File: config.mk
export PLATFORM = sky130hd
export DESIGN_NAME = bus_cycle_seq
export DESIGN_NICKNAME = d
export VERILOG_FILES = /design/src/rtl/bcs_pkg.sv /design/src/rtl/bcs_speed.sv /design/src/rtl/bcs_sequencer.sv /design/src/rtl/bcs_datareg.sv /design/src/rtl/bus_cycle_seq.sv
export SDC_FILE = /design/constraint.sdc
export NUM_CORES = 1
export LEC_CHECK = 0
export BUFFER_PORTS_ARGS = -buffer_cell sky130_fd_sc_hd__buf_2
export CAP_MARGIN = 20
export CORE_ASPECT_RATIO = 1.75
export CORE_MARGIN = 2
export CORE_UTILIZATION = 48
export DETAILED_ROUTE_END_ITERATION = 10
export PLACE_DENSITY = 0.76
export SLEW_MARGIN = 20
export SYNTH_ARGS = -nofsm -noshare
export SYNTH_HDL_FRONTEND = slang
export SYNTH_HIERARCHICAL = 1
export SYNTH_SLANG_ARGS = --single-unit
File: constraint.sdc
create_clock -name clk -period 2.9 [get_ports clk]
set_clock_uncertainty 0.2 [all_clocks]
set_input_delay 0.435 -clock clk [delete_from_list [all_inputs] [get_ports clk]]
set_output_delay 0.435 -clock clk [all_outputs]
set_load 0.01 [all_outputs]
File: src/rtl/bcs_pkg.sv
package bcs_pkg;
  typedef logic [1:0] kind_t;
  localparam kind_t K_IO = 2'b00;
  localparam kind_t K_RD = 2'b01;
  localparam kind_t K_WR = 2'b10;

  localparam int TICK_W = 4;
  localparam logic [TICK_W-1:0] T_FAST = 4'd6;
  localparam logic [TICK_W-1:0] T_SLOW = 4'd8;
  localparam logic [TICK_W-1:0] T_XSLOW = 4'd12;
  localparam logic [15:0] CTRL_OFS = 16'h420D;

  // Memory cycle length for a 24-bit address
  function automatic logic [TICK_W-1:0] mem_ticks(input logic [23:0] a, input logic fast);
    logic [7:0] bank;
    logic [15:0] ofs;
    logic [TICK_W-1:0] t;
    bank = a[23:16];
    ofs = a[15:0];
    if (bank[7] && (bank[6] || ofs[15]))
      t = fast ? T_FAST : T_SLOW;
    else if (bank[6])
      t = T_SLOW;
    else if (ofs < 16'h2000)
      t = T_SLOW;
    else if (ofs < 16'h4000)
      t = T_FAST;
    else if (ofs < 16'h4200)
      t = T_XSLOW;
    else if (ofs < 16'h6000)
      t = T_FAST;
    else
      t = T_SLOW;
    return t;
  endfunction

  // Control register decode: system banks only
  function automatic logic ctrl_hit(input logic [23:0] a);
    return !a[22] && (a[15:0] == CTRL_OFS);
  endfunction
endpackage

File: src/rtl/bcs_speed.sv
module bcs_speed
  import bcs_pkg::*;
#(
  parameter int ADDR_W = 24,
  parameter int CNT_W = TICK_W,
  parameter logic [CNT_W-1:0] IO_TICKS = CNT_W'(6)
) (
  input  logic [1:0]        kind,
  input  logic [ADDR_W-1:0] addr,
  input  logic              fast,
  output logic [CNT_W-1:0]  ticks
);
  logic is_mem;
  assign is_mem = (kind == K_RD) || (kind == K_WR);
  assign ticks = is_mem ? CNT_W'(mem_ticks(addr, fast)) : IO_TICKS;
endmodule

File: src/rtl/bcs_sequencer.sv
module bcs_sequencer
  import bcs_pkg::*;
#(
  parameter int ADDR_W = 24,
  parameter int DATA_W = 8,
  parameter int CNT_W = TICK_W,
  parameter int LEAD = 4
) (
  input  logic              clk,
  input  logic              rst_n,
  input  logic              req_valid,
  input  logic [1:0]        req_kind,
  input  logic [ADDR_W-1:0] req_addr,
  input  logic [DATA_W-1:0] req_wdata,
  input  logic [CNT_W-1:0]  len_in,
  output logic              active,
  output logic              ev_start,
  output logic              ev_done,
  output logic              ev_rd,
  output logic              ev_wr,
  output logic [ADDR_W-1:0] addr_q,
  output logic [DATA_W-1:0] wdata_q
);
  localparam logic [CNT_W-1:0] ONE = CNT_W'(1);
  localparam logic [CNT_W-1:0] LEAD_C = CNT_W'(LEAD);

  logic [CNT_W-1:0] cnt, len_q;
  kind_t kind_q;
  logic accept;

  assign accept = !active && req_valid;

  always_ff @(posedge clk) begin
    if (!rst_n) begin
      active  <= 1'b0;
      cnt     <= '0;
      len_q   <= '0;
      kind_q  <= K_IO;
      addr_q  <= '0;
      wdata_q <= '0;
    end else if (accept) begin
      active  <= 1'b1;
      cnt     <= ONE;
      len_q   <= len_in;
      kind_q  <= req_kind;
      addr_q  <= req_addr;
      wdata_q <= req_wdata;
    end else if (active) begin
      if (cnt == len_q) active <= 1'b0;
      else cnt <= cnt + ONE;
    end
  end

  assign ev_start = active && (cnt == ONE);
  assign ev_done  = active && (cnt == len_q);
  assign ev_rd    = active && (kind_q == K_RD) && (cnt == len_q - LEAD_C);
  assign ev_wr    = ev_done && (kind_q == K_WR);

  // first and final tick never coincide
  a_r6_start_not_done: assert property (@(posedge clk) disable iff (!rst_n)
    ev_start |-> !ev_done);
  // one idle clock follows every done tick
  a_r7_idle_after_done: assert property (@(posedge clk) disable iff (!rst_n)
    ev_done |=> !active);
  // sample tick precedes the end by more than one tick
  a_r4_rd_early: assert property (@(posedge clk) disable iff (!rst_n)
    ev_rd |=> (active && !ev_done));
  // write strobe closes the cycle
  a_r5_wr_closes: assert property (@(posedge clk) disable iff (!rst_n)
    ev_wr |=> !active);
  // only legal lengths are ever run
  a_r2_len_legal: assert property (@(posedge clk) disable iff (!rst_n)
    ev_start |-> (len_q == CNT_W'(6) || len_q == CNT_W'(8) || len_q == CNT_W'(12)));
  // length is frozen once a cycle runs
  a_r8_len_frozen: assert property (@(posedge clk) disable iff (!rst_n)
    (active && !ev_start) |-> $stable(len_q));
endmodule

File: src/rtl/bcs_datareg.sv
module bcs_datareg
  import bcs_pkg::*;
#(
  parameter int ADDR_W = 24,
  parameter int DATA_W = 8
) (
  input  logic              clk,
  input  logic              rst_n,
  input  logic              ev_rd,
  input  logic              ev_wr,
  input  logic [DATA_W-1:0] bus_rdata,
  input  logic [DATA_W-1:0] wdata_q,
  input  logic [ADDR_W-1:0] addr_q,
  output logic [DATA_W-1:0] mdr,
  output logic              fast
);
  always_ff @(posedge clk) begin
    if (!rst_n) begin
      mdr  <= '0;
      fast <= 1'b0;
    end else begin
      if (ev_rd) mdr <= bus_rdata;
      else if (ev_wr) mdr <= wdata_q;
      if (ev_wr && ctrl_hit(24'(addr_q))) fast <= wdata_q[0];
    end
  end

  // fast-ROM bit moves only after a write strobe
  a_r8_fast_by_write: assert property (@(posedge clk) disable iff (!rst_n)
    !$stable(fast) |-> $past(ev_wr));
  // data register holds without a strobe
  a_r10_mdr_hold: assert property (@(posedge clk) disable iff (!rst_n)
    (!ev_rd && !ev_wr) |=> $stable(mdr));
  // the two strobes are exclusive
  a_r4_strobe_excl: assert property (@(posedge clk) disable iff (!rst_n)
    !(ev_rd && ev_wr));
endmodule

File: src/rtl/bus_cycle_seq.sv
module bus_cycle_seq
  import bcs_pkg::*;
#(
  parameter int ADDR_W = 24,
  parameter int DATA_W = 8,
  parameter int CNT_W = TICK_W,
  parameter int LEAD = 4
) (
  input  logic              clk,
  input  logic              rst_n,
  input  logic              req_valid,
  input  logic [1:0]        req_kind,
  input  logic [ADDR_W-1:0] req_addr,
  input  logic [DATA_W-1:0] req_wdata,
  input  logic [DATA_W-1:0] bus_rdata,
  output logic              cycle_start,
  output logic              cycle_done,
  output logic              rd_strobe,
  output logic              wr_strobe,
  output logic [ADDR_W-1:0] bus_addr,
  output logic [DATA_W-1:0] bus_wdata,
  output logic [DATA_W-1:0] mdr,
  output logic              busy
);
  logic [CNT_W-1:0] len_w;
  logic fast_w;

  bcs_speed #(.ADDR_W(ADDR_W), .CNT_W(CNT_W)) u_speed (
    .kind(req_kind), .addr(req_addr), .fast(fast_w), .ticks(len_w)
  );

  bcs_sequencer #(.ADDR_W(ADDR_W), .DATA_W(DATA_W), .CNT_W(CNT_W), .LEAD(LEAD)) u_seq (
    .clk(clk), .rst_n(rst_n), .req_valid(req_valid), .req_kind(req_kind),
    .req_addr(req_addr), .req_wdata(req_wdata), .len_in(len_w),
    .active(busy), .ev_start(cycle_start), .ev_done(cycle_done),
    .ev_rd(rd_strobe), .ev_wr(wr_strobe), .addr_q(bus_addr), .wdata_q(bus_wdata)
  );

  bcs_datareg #(.ADDR_W(ADDR_W), .DATA_W(DATA_W)) u_data (
    .clk(clk), .rst_n(rst_n), .ev_rd(rd_strobe), .ev_wr(wr_strobe),
    .bus_rdata(bus_rdata), .wdata_q(bus_wdata), .addr_q(bus_addr),
    .mdr(mdr), .fast(fast_w)
  );

  // start only appears out of an idle clock
  a_r6_start_from_idle: assert property (@(posedge clk) disable iff (!rst_n)
    cycle_start |-> $past(!busy));
endmodule

## Yosys cells after proc, flatten, opt, wreduce, memory -nomap -nowiden

Cells that the tools add are included.

| word-level totals | value |
|---|---|
| input bits | 45 |
| output and inout port bits | 45 |
| logic and storage cells | 60 |
| register bits after elaboration | 52 |

| operators by class | value |
|---|---|
| bitwise operators | 2 |
| magnitude comparators | 4 |
| reduce and logical (&&, ||, !) cells | 18 |
| equality and inequality tests | 9 |
| multiplexer cells | 16 |
| $add $sub $neg | 2 |

Operator list:

| operator | count |
|---|---|
| $lt 16x15->1 const B | 3 |
| $mux 4 | 8 |
| $eq 16x15->1 const B | 1 |
| $lt 16x14->1 const B | 1 |
| $mux 8 | 2 |
| $logic_and 1x1->1 | 9 |
| $eq 4x4->1 | 2 |
| $mux 1 | 6 |
| $add 4x1->4 const B | 1 |
| $eq 2x1->1 const B | 2 |
| $eq 2x2->1 const B | 2 |
| $eq 4x1->1 const B | 1 |
| $reduce_and 2->1 | 2 |
| $reduce_bool 2->1 | 2 |
| $sub 4x3->4 const B | 1 |
| $logic_not 1->1 | 2 |
| $logic_or 1x1->1 | 2 |
| $ne 2x1->1 const B | 1 |
| $not 1->1 | 2 |
| $reduce_or 2->1 | 1 |

## Depth between registers and ports, before layout

| logic depth | value |
|---|---|
| depth in word-level cells | 8 |
| depth in mapped cells | 10 |

## Modules after synthesis

The synthesis kept the hierarchy.

Modules (own cells, without submodules):

| module | seq. area each (um^2) | area each (um^2) | cells each | instances |
|---|---|---|---|---|
| bcs_sequencer | 860.8 | 1657.8 | 208 | 1 |
| bcs_datareg | 180.2 | 480.5 | 52 | 1 |
| bcs_speed | 0.0 | 96.3 | 13 | 1 |

## Least setup slack after synthesis

No wires, ideal clock.

| path | value |
|---|---|
| path type | register to register |
| start | reg u_seq.cnt[0] |
| end | reg u_data.fast |
| required time | 2628 ps |
| path slack | 713 ps |
| period minus slack after synthesis | 2187 ps |
| data arrival time | 1915 ps |
| setup time | 72 ps |
| cell stages (with the launch flop) | 10 |
| cells stage by stage | dfxtp_1 xor2_1 nor2_1 and3_1 and3b_1 buf_6 nor4b_4 nand3_1 nor4_2 mux2i_1 |

| on the way | value |
|---|---|
| longest elaborated chain between the ends | 4 |

RTL lines:

| item | RTL line | RTL |
|---|---|---|
| start: declaration | bcs_sequencer.sv:27 | `logic [CNT_W-1:0] cnt, len_q;` |
| start signal: assignment | bcs_sequencer.sv:50 | `else cnt <= cnt + ONE;` |
| $eq 4x4->1 | bcs_sequencer.sv:55 | `assign ev_done = active && (cnt == len_q);` |
| $logic_and 1x1->1 | bcs_sequencer.sv:55 |  |
| net cycle_done | bus_cycle_seq.sv:17 | `output logic cycle_done,` |
| $logic_and 1x1->1 | bcs_sequencer.sv:57 | `assign ev_wr = ev_done && (kind_q == K_WR);` |
| net wr_strobe | bus_cycle_seq.sv:19 | `output logic wr_strobe,` |
| $logic_and 1x1->1 | bcs_datareg.sv:24 | `if (ev_wr && ctrl_hit(24'(addr_q))) fast <= wdata_q[0];` |
| end signal: assignment | bcs_datareg.sv:24 |  |
| end: declaration | bcs_datareg.sv:15 | `output logic fast` |

The timed path passes the listed nets, and every way through them passes these cells.
A chain may end at the register's enable or synchronous reset.

## Final worst setup path

| path | value |
|---|---|
| start | reg u_seq.cnt[0] |
| end | out wr_strobe |

| on the way | value |
|---|---|
| longest elaborated chain between the ends | 3 |

RTL lines:

| item | RTL line |
|---|---|
| $eq 4x4->1 | bcs_sequencer.sv:55 |
| $logic_and 1x1->1 | bcs_sequencer.sv:55 |
| $logic_and 1x1->1 | bcs_sequencer.sv:57 |
| end: declaration | bus_cycle_seq.sv:19 |

No other way between the ends.

==> results.tsv <==
metric	value	unit
Worst Tran Pin Value	0.824	ns
switching portion of total power	27.0	%
ANT cells	0	
overflow left after global routing	0	
Crit. End Element	output pin	
initial detailed-routing violation count	77	
Mapped Nets	320	
kind of critical path	reg2out	
CTS Hold Bufs	0	
Layout fillers	416	
Max Cap Viol	0	
clock root buffer	clkbuf_8	
First-pass DRT Iterations	4	
Comb pwr share	15.9	%
area leader, netlist	dfxtp_1	
WL per Instance	13.1	um
post-CTS setup buffers	0	
IO Port Bufs	89	
placed wire-length estimate	3910	um
RSZ-0062 raised after global routing	no	
worst skew pair latency	0.30	ns
GRT Total Usage	21.0	%
CP bufs+invs	1	
row count	32	
vias in the first global route	1976	
outcome	completed	
fin. max-slew vios	0	
DR vias	2094	
Clock H-tree levels	2	
IO Count	90	
sequence of cells on the critical path	xor2_1 > nor2_1 > and3_1 > and3b_1 > buf_2	
slowest stage delay, CP	0.45	ns
synthesis warning total	6	
Pint	1.05	mW
share of the synthesized area in the top cell type	46.6	%
# setup viols final	0	
crit-path leading delay family	simple AND/OR/NAND/NOR gates	
Netlist Area Pre-Place	2230	um2
Leakage	1.28	nW
clock network fraction of total power	29.0	%
Synth Flop Type	dfxtp_1	
Post-synth ARST share	0	%
TritonCTS clock tree	yes	
Clock Pin Slew Worst Setup and Hold Paths	0.09	ns
min-delay worst type	in2reg	
placed cell area	2720	um2
Fin. Hold Viols	0	
Cell variety after synth	37	
CTS Buf Count	5	
WP data required	2.27	ns
Area contributors post-synth	dfxtp_1, nand2_1, a21oi_1	
layout cell share with drive strength beyond 1	29.5	%
Post-synth EDFFs	0	
total wire length	5370	um
CTS max path bufs	2	
VDD IR max	0.370	mV
Routability Congestion	0.761	
Die H	94.3	um
Vias/cell	5.11	
Final #Nets	405	
Pwr Total	1.43	mW
area delta synth->final	25.5	%
CP max-delay cell	dfxtp_1	
Final ANT Viol Nets	0	
syn_area_per_cell	8.19	um2
Synth Register Bits	52	
Syn Inst Count	273	
initial antenna violation count	0	
fin area	2810	um2
setup_tns	0	ns
die footprint	5240	um2
crit path DAT	1.75	ns
first-pass GRT wire length	8840	um
Initial Utilization	50.3	%
register area share after synthesis	46.6	%
Setup crit start kind	register	
crit share post-route	82.4	%
Residual DRC	0	
Core ar.	4440	um2
Max-Slew Margin vs Limit	45.0	%
Sw Pwr	0.386	mW
worst-path fanout max	6	
register share of total power	55.1	%
Peak Freq	419	MHz
total power per unit cell area	510	nW/um2
clock sinks	52	
Die X	55.6	um
min Tclk post-route	2.39	ns
pin count of the biggest net entering global routing	34	
cts repair resizes	0	
-- registers in the layout, indices dropped and copies added (netlist names) --
name and count:
u_seq/kind_q 2, u_seq/len_q 4, u_seq/cnt 4, u_seq/wdata_q 8
u_data/mdr 8, u_seq/active 1, u_data/fast 1, u_seq/addr_q 24
-- synthesized netlist by cell type (all sizes together) (2+ instances only) --
master  count
nor2        9
nand3       2
xor2        5
nand2      89
and2        8
mux2i       9
a21oi      40
nand4b      2
o41ai       2
clkbuf     11
o21ai       8
and3        2
inv         2
a31o        2
ha          2
buf         5
nor4b       3
nor2b       4
dfxtp      52
a211oi      2
nor3        3
-- power groups by stage --
stage	registers [mW]	logic, mW	clock network [mW]
final	0.789	0.228	0.415
after global routing	0.796	0.255	0.452
after CTS	0.789	0.230	0.427
after detailed placement	0.805	0.229	0
after global placement	0.804	0.225	0
after floorplan	0.815	0.119	0
-- placed cells by master (no fill, tap or decap), types with 2 or more instances in the layout --
master    instances
buf_2            89
nand2_1          89
dfxtp_1          52
a21oi_1          40
mux2i_1           9
nor2_1            9
o21ai_0           8
and2_1            8
clkbuf_8          6
buf_4             4
xor2_1            4
nor3_1            3
nor2b_1           3
clkbuf_1          2
nand4b_1          2
nor4b_1           2
nand3_1           2
inv_1             2
and3_1            2
a211oi_1          2
a31o_1            2
ha_1              2
-- metal layers --
metal	wire, um	up-vias	track usage, %
met5	0	-	0
met4	61	0	7.93
met3	261	5	3.17
met2	2910	51	38.8
met1	2140	958	23.9
li1	-	1080	-
-- through the flow --
stage                     utilization [%]  std cells  setup slack [ns]  hold slack (ns)
after floorplan                         -        273             0.713            0.236
after global placement               61.1        402             0.721            0.240
after detailed placement             61.1        402             0.625            0.246
after CTS                            63.1        410             0.490            0.158
after global routing                 63.1        410             0.309            0.157
final                                63.1        410             0.511            0.169
-- path summary, 6_finish.rpt --
check	from	endpoint	slack [ns]	cells after the start
max	u_seq/cnt[0]$_SDFFE_PN0P_	wr_strobe	0.51	5
min reg2reg	u_seq/addr_q[19]$_SDFFE_PN0P_	u_seq/addr_q[19]$_SDFFE_PN0P_	0.26	2
max reg2reg	u_seq/cnt[0]$_SDFFE_PN0P_	u_data/fast$_SDFFE_PN0P_	0.58	8
min	req_addr[3]	u_seq/addr_q[3]$_SDFFE_PN0P_	0.17	3
-- tightest hold or removal path: cells and delay by family --
family,cells,cell delay [ns]
AOI/OAI and AO/OA,1,0.05
buffers and inverters,1,0.10
and+or+nand+nor,1,0.04
-- cell families after synthesis --
kind of cell | count (synthesis) | synth area share (%)
buf+inv | 18 | 3.98
compound gates | 57 | 15.0
other cells | 1 | 0.168
flops | 52 | 46.6
mux | 10 | 4.54
xor+xnor | 6 | 2.69
simple gates | 127 | 26.0
fa+ha+maj | 2 | 1.12
-- layout make-up --
type,count,area (um2),share of cell area [%]
multi-input combinational,203,1110,39.5
sequential,52,1040,37.1
timing repair buffer,94,495,17.7
clock buffer,8,90.1,3.21
tap,51,63.8,2.27
inverter,2,7.51,0.268
Note: power is estimated with default switching activity, not from simulation.
